`config.mk`:
```
export PLATFORM = sky130hd
export DESIGN_NAME = hwmask_reset_bank
export DESIGN_NICKNAME = d
export VERILOG_FILES = /design/src/rtl/hwrb_pkg.sv /design/src/rtl/hwrb_decode.sv /design/src/rtl/hwrb_word.sv /design/src/rtl/hwrb_rdmux.sv /design/src/rtl/hwmask_reset_bank.sv
export SDC_FILE = /design/constraint.sdc
export NUM_CORES = 1
export LEC_CHECK = 0
export BUFFER_PORTS_ARGS = -buffer_cell sky130_fd_sc_hd__buf_2
export CORE_MARGIN = 1
export CORE_UTILIZATION = 53
export DETAILED_ROUTE_END_ITERATION = 6
export HOLD_SLACK_MARGIN = 0.05
export PLACE_DENSITY_LB_ADDON = 0.05
export SYNTH_ARGS = -nofsm -noshare
export SYNTH_HDL_FRONTEND = slang
export SYNTH_SLANG_ARGS = --single-unit
```
`constraint.sdc`:
```
create_clock -name clk -period 2.8 [get_ports clk]
set_input_delay 0.56 -clock clk [delete_from_list [all_inputs] [get_ports clk]]
set_output_delay 0.56 -clock clk [all_outputs]
set_load 0.005 [all_outputs]
```
`src/rtl/hwrb_pkg.sv`:
```
package hwrb_pkg;
    localparam int LANE_W = 16;
    localparam int BUS_W  = 32;
    typedef logic [LANE_W-1:0] lane_t;
endpackage

```
`src/rtl/hwrb_decode.sv`:
```
module hwrb_decode #(
    parameter int ADDR_W   = 6,
    parameter int NUM_REGS = 10,
    localparam int IDX_W   = ADDR_W - 2
) (
    input  logic [ADDR_W-1:0]   addr,
    output logic                hit,
    output logic [IDX_W-1:0]    idx,
    output logic [NUM_REGS-1:0] sel
);
    always_comb begin
        idx = addr[ADDR_W-1:2];
        hit = (addr[1:0] == 2'b00) && ({1'b0, idx} < (IDX_W+1)'(NUM_REGS));
    end

    for (genvar r = 0; r < NUM_REGS; r++) begin : g_sel
        assign sel[r] = hit && (idx == IDX_W'(r));
    end
endmodule

```
`src/rtl/hwrb_word.sv`:
```
module hwrb_word
    import hwrb_pkg::*;
#(
    parameter lane_t INIT = '0
) (
    input  logic             clk,
    input  logic             rst_n,
    input  logic             we,
    input  logic [BUS_W-1:0] wdata,
    output lane_t            q
);
    lane_t en_mask;
    lane_t new_val;

    always_comb begin
        en_mask = wdata[BUS_W-1:LANE_W];
        new_val = (q & ~en_mask) | (wdata[LANE_W-1:0] & en_mask);
    end

    always_ff @(posedge clk) begin
        if (!rst_n) begin
            q <= INIT;
        end else if (we) begin
            q <= new_val;
        end
    end
endmodule

```
`src/rtl/hwrb_rdmux.sv`:
```
module hwrb_rdmux
    import hwrb_pkg::*;
#(
    parameter int NUM_REGS = 10,
    parameter int IDX_W    = 4
) (
    input  logic [NUM_REGS*LANE_W-1:0] words,
    input  logic                       hit,
    input  logic [IDX_W-1:0]           idx,
    output lane_t                      word
);
    always_comb begin
        word = '0;
        for (int r = 0; r < NUM_REGS; r++) begin
            if (hit && (idx == IDX_W'(r))) begin
                word = words[r*LANE_W +: LANE_W];
            end
        end
    end
endmodule

```
`src/rtl/hwmask_reset_bank.sv`:
```
module hwmask_reset_bank
    import hwrb_pkg::*;
#(
    parameter int NUM_REGS = 10,
    parameter int ADDR_W   = 6,
    parameter logic [NUM_REGS*16-1:0] RESET_INIT = '0
) (
    input  logic                     clk,
    input  logic                     rst_n,
    input  logic                     bus_wr,
    input  logic                     bus_rd,
    input  logic [ADDR_W-1:0]        bus_addr,
    input  logic [BUS_W-1:0]         bus_wdata,
    output logic [BUS_W-1:0]         bus_rdata,
    output logic [NUM_REGS*16-1:0]   rst_lines
);
    localparam int IDX_W = ADDR_W - 2;

    logic                dec_hit;
    logic [IDX_W-1:0]    dec_idx;
    logic [NUM_REGS-1:0] dec_sel;
    lane_t               rd_word;

    hwrb_decode #(.ADDR_W(ADDR_W), .NUM_REGS(NUM_REGS)) u_dec (
        .addr(bus_addr), .hit(dec_hit), .idx(dec_idx), .sel(dec_sel)
    );

    for (genvar r = 0; r < NUM_REGS; r++) begin : g_word
        hwrb_word #(.INIT(RESET_INIT[r*LANE_W +: LANE_W])) u_word (
            .clk   (clk),
            .rst_n (rst_n),
            .we    (bus_wr && dec_sel[r]),
            .wdata (bus_wdata),
            .q     (rst_lines[r*LANE_W +: LANE_W])
        );
    end

    hwrb_rdmux #(.NUM_REGS(NUM_REGS), .IDX_W(IDX_W)) u_rdmux (
        .words(rst_lines), .hit(dec_hit), .idx(dec_idx), .word(rd_word)
    );

    always_ff @(posedge clk) begin
        if (!rst_n) begin
            bus_rdata <= '0;
        end else if (bus_rd) begin
            bus_rdata <= {{(BUS_W-LANE_W){1'b0}}, rd_word};
        end
    end
endmodule

```
==> flow_summary.yaml <==
run_status:
  status: "finished clean"
synthesis:
  synth-async-reset-ratio_pct: 0
  syn_area_um2: 8450
  synth_flop_cell: "dfxtp_1"
  yosys-mux-area-fraction_pct: 20.5
  synth_top_family_by_area: "multiplexers"
  synth_compound_area_share_pct: 12.1
  yosys_warnings: 0
  ys_seq_area_share_pct: 41.7
  synth-xor-area-share_pct: 0
  synth-seq-cells: 176
  synth-simple-area-share_pct: 19.4
  syn_inst: 1002
  avgSynthCellArea_um2: 8.44
  synth_enable_flop_cells: 0
  synth_cell_types: 45
  synthAdderAreaFrac_pct: 0
detailed_routing:
  viasPerCell: 5.71
  drt_iter0_drc: 767
  wl_per_cell_um: 18.9
  dr_total_vias: 8026
  postRouteAntennaNets: 0
  routed_wl_um: 26600
  drc: 0
  drt-pass1-iter-count: 5
floorplan:
  die_area_um2: 16500
  num_rows: 45
  core_um2: 15400
  die_h_um: 128
  io_pins: 234
  initial_core_util_pct: 55.0
  die_x_um: 128
final_layout:
  areaGrowthSynthToFinish_pct: 22.0
  num-fill-cells: 1342
  drive_above_1_share_pct: 26.2
  fin_area_um2: 10300
  n_antenna_cell: 0
  nNetsFinal: 1223
  finalCoreUtilization_pct: 67.1
  layoutNonFillerInstCount: 1405
worst_setup_path:
  cpPeakStageDelay_ns: 0.60
  slowest_stage: "or4b_1"
  required_ns: 3.11
  cp_max_fo: 15
  worst-setup-path-type: "in2reg"
  end_kind: "flop"
  startpoint_type: "input port"
  path_cells: "buf_2 > or4b_1 > buf_4 > o21a_1 > o21ai_1 > a211oi_1 > a211o_1"
  cp.arrival_ns: 2.43
grt:
  antenna_found_initial: 0
  grt_pass1_vias: 6834
  grt_pass1_wl_um: 40100
  grt_max_degree: 146
  grt_use_total_pct: 32.3
  overflow: 0
job:
  maxCapViolCount: 0
placed_design:
  place_inst: 1373
  place_congestion: 0.875
  dpl_cell_area_um2: 9650
  dpl.hpwl_um: 18300
  io_buffers: 217
pwr:
  p_leak_nw: 5.52
  ir_drop_uv: 407
  p_per_area_nw_per_um2: 529
clocking:
  cts_tree: "done"
  cts_resized: 0
  clock-sinks: 176
  postCtsSetupBuffers: 0
  clock_path_buffers: 2
  ctsHoldBuffers: 0
  clk_pin_slew_ns: 0.06
  clk_latency_ns: 0.43
  cts_made_buffers: 17
  htreeDepth: 4
  root_buffer: "clkbuf_16"
timing:
  period_share_pct: 75.5
  finalHoldViolCount: 0
  slew_violations: 0
  period_needed_ns: 2.11
  slew_headroom_pct: 51.4
  fin_tns_setup_ns: 0
  holdWs_ns: 0.472
  fin_skew_ns: 0.00519
  timing.fmax_mhz: 473
  rsz0062_at_grt: "no"
  worst_pin_slew_ns: 0.730
  setup_viol: 0
min_path:
  hp-class: "reg2reg"
## layout by cell type, fill, tap and decap left out, types with 3 or more instances in the layout
cell	n
mux2_2	14
clkbuf_16	17
dfxtp_1	176
conb_1	16
mux2i_1	155
nor2_1	158
buf_12	3
nor3_1	31
nor3_2	8
nand2b_1	3
a41o_1	16
bufinv_16	4
buf_4	33
o21ai_1	8
a221oi_1	15
o21ai_0	20
clkbuf_8	4
nand3_1	7
a21oi_1	41
nand2_1	171
buf_2	217
a211oi_1	14
a211o_1	14
a31oi_1	15
## critical path: cells and delay by family
family,cells,cell delay (ns)
buffers and inverters,2,0.31
AND/OR/NAND/NOR,1,0.60
AO/OA/AOI/OAI,4,0.95
## per-layer routing
layer | track usage (%) | vias to the layer above | wire [µm]
met5 | 0 | - | 0
met4 | 8.17 | 0 | 395
met3 | 7.26 | 34 | 2750
met2 | 45.7 | 418 | 11300
met1 | 48.7 | 3797 | 12100
li1 | - | 3777 | -
## stage by stage
step                      power [W]  setup slack, ns
after floorplan             0.00278            0.564
after global placement      0.00288            0.311
after detailed placement    0.00289            0.301
after CTS                   0.00547            0.724
after global routing        0.00561            0.645
final                       0.00545            0.686
## where the power goes
group | internal (W) | total, W | switching (W)
clock | 0.00160 | 0.00262 | 0.00102
combinational | 0.0000829 | 0.000322 | 0.000239
sequential | 0.00251 | 0.00252 | 0.00000596
total | 0.00419 | 0.00545 | 0.00126
## kinds of logic (layout without fill, tap and decap cells)
kind of cell / after synthesis / in the layout
compound gates: 151 / 151
buf+inv: 111 / 288
flops: 176 / 176
mux: 170 / 170
other cells: 1 / 16
simple gates: 393 / 393
## Yosys cell counts (14+ instances only)
master    count  area share [%]
o21ai_0      20             1.2
a221oi_1     15             1.6
nor3_1       32             1.9
a31oi_1      15             1.1
nand2_1     171             7.6
a41o_1       16             1.9
mux2i_1     155              18
clkbuf_1     63             2.8
a21oi_1      41             2.4
mux2_2       14             1.9
buf_4        21             1.9
a211o_1      14             1.5
a211oi_1     14             1.2
buf_2        18             1.1
dfxtp_1     176              42
nor2_1      158             7.0
## final timing paths
check | end | startpoint | slack (ns) | depth (start not counted)
max | bus_rdata[12] | bus_addr[5] | 0.69 | 7
min | bus_rdata[7] | bus_rdata[7] | 0.47 | 1
max reg2reg | bus_rdata[4] | flop | 1.10 | 5
min reg2reg | bus_rdata[7] | bus_rdata[7] | 0.47 | 1
## final cells by class
class	instances	area, µm²	area share, %
Tap cell	211	264	2.56
Clock inverter	11	175	1.70
Clock buffer	21	480	4.66
Timing Repair Buffer	253	1390	13.5
Inverter	3	13.8	0.134
Multi-Input combinational cell	730	4460	43.2
Sequential cell	176	3520	34.2
No activity file was read; power rests on OpenSTA's default activity.
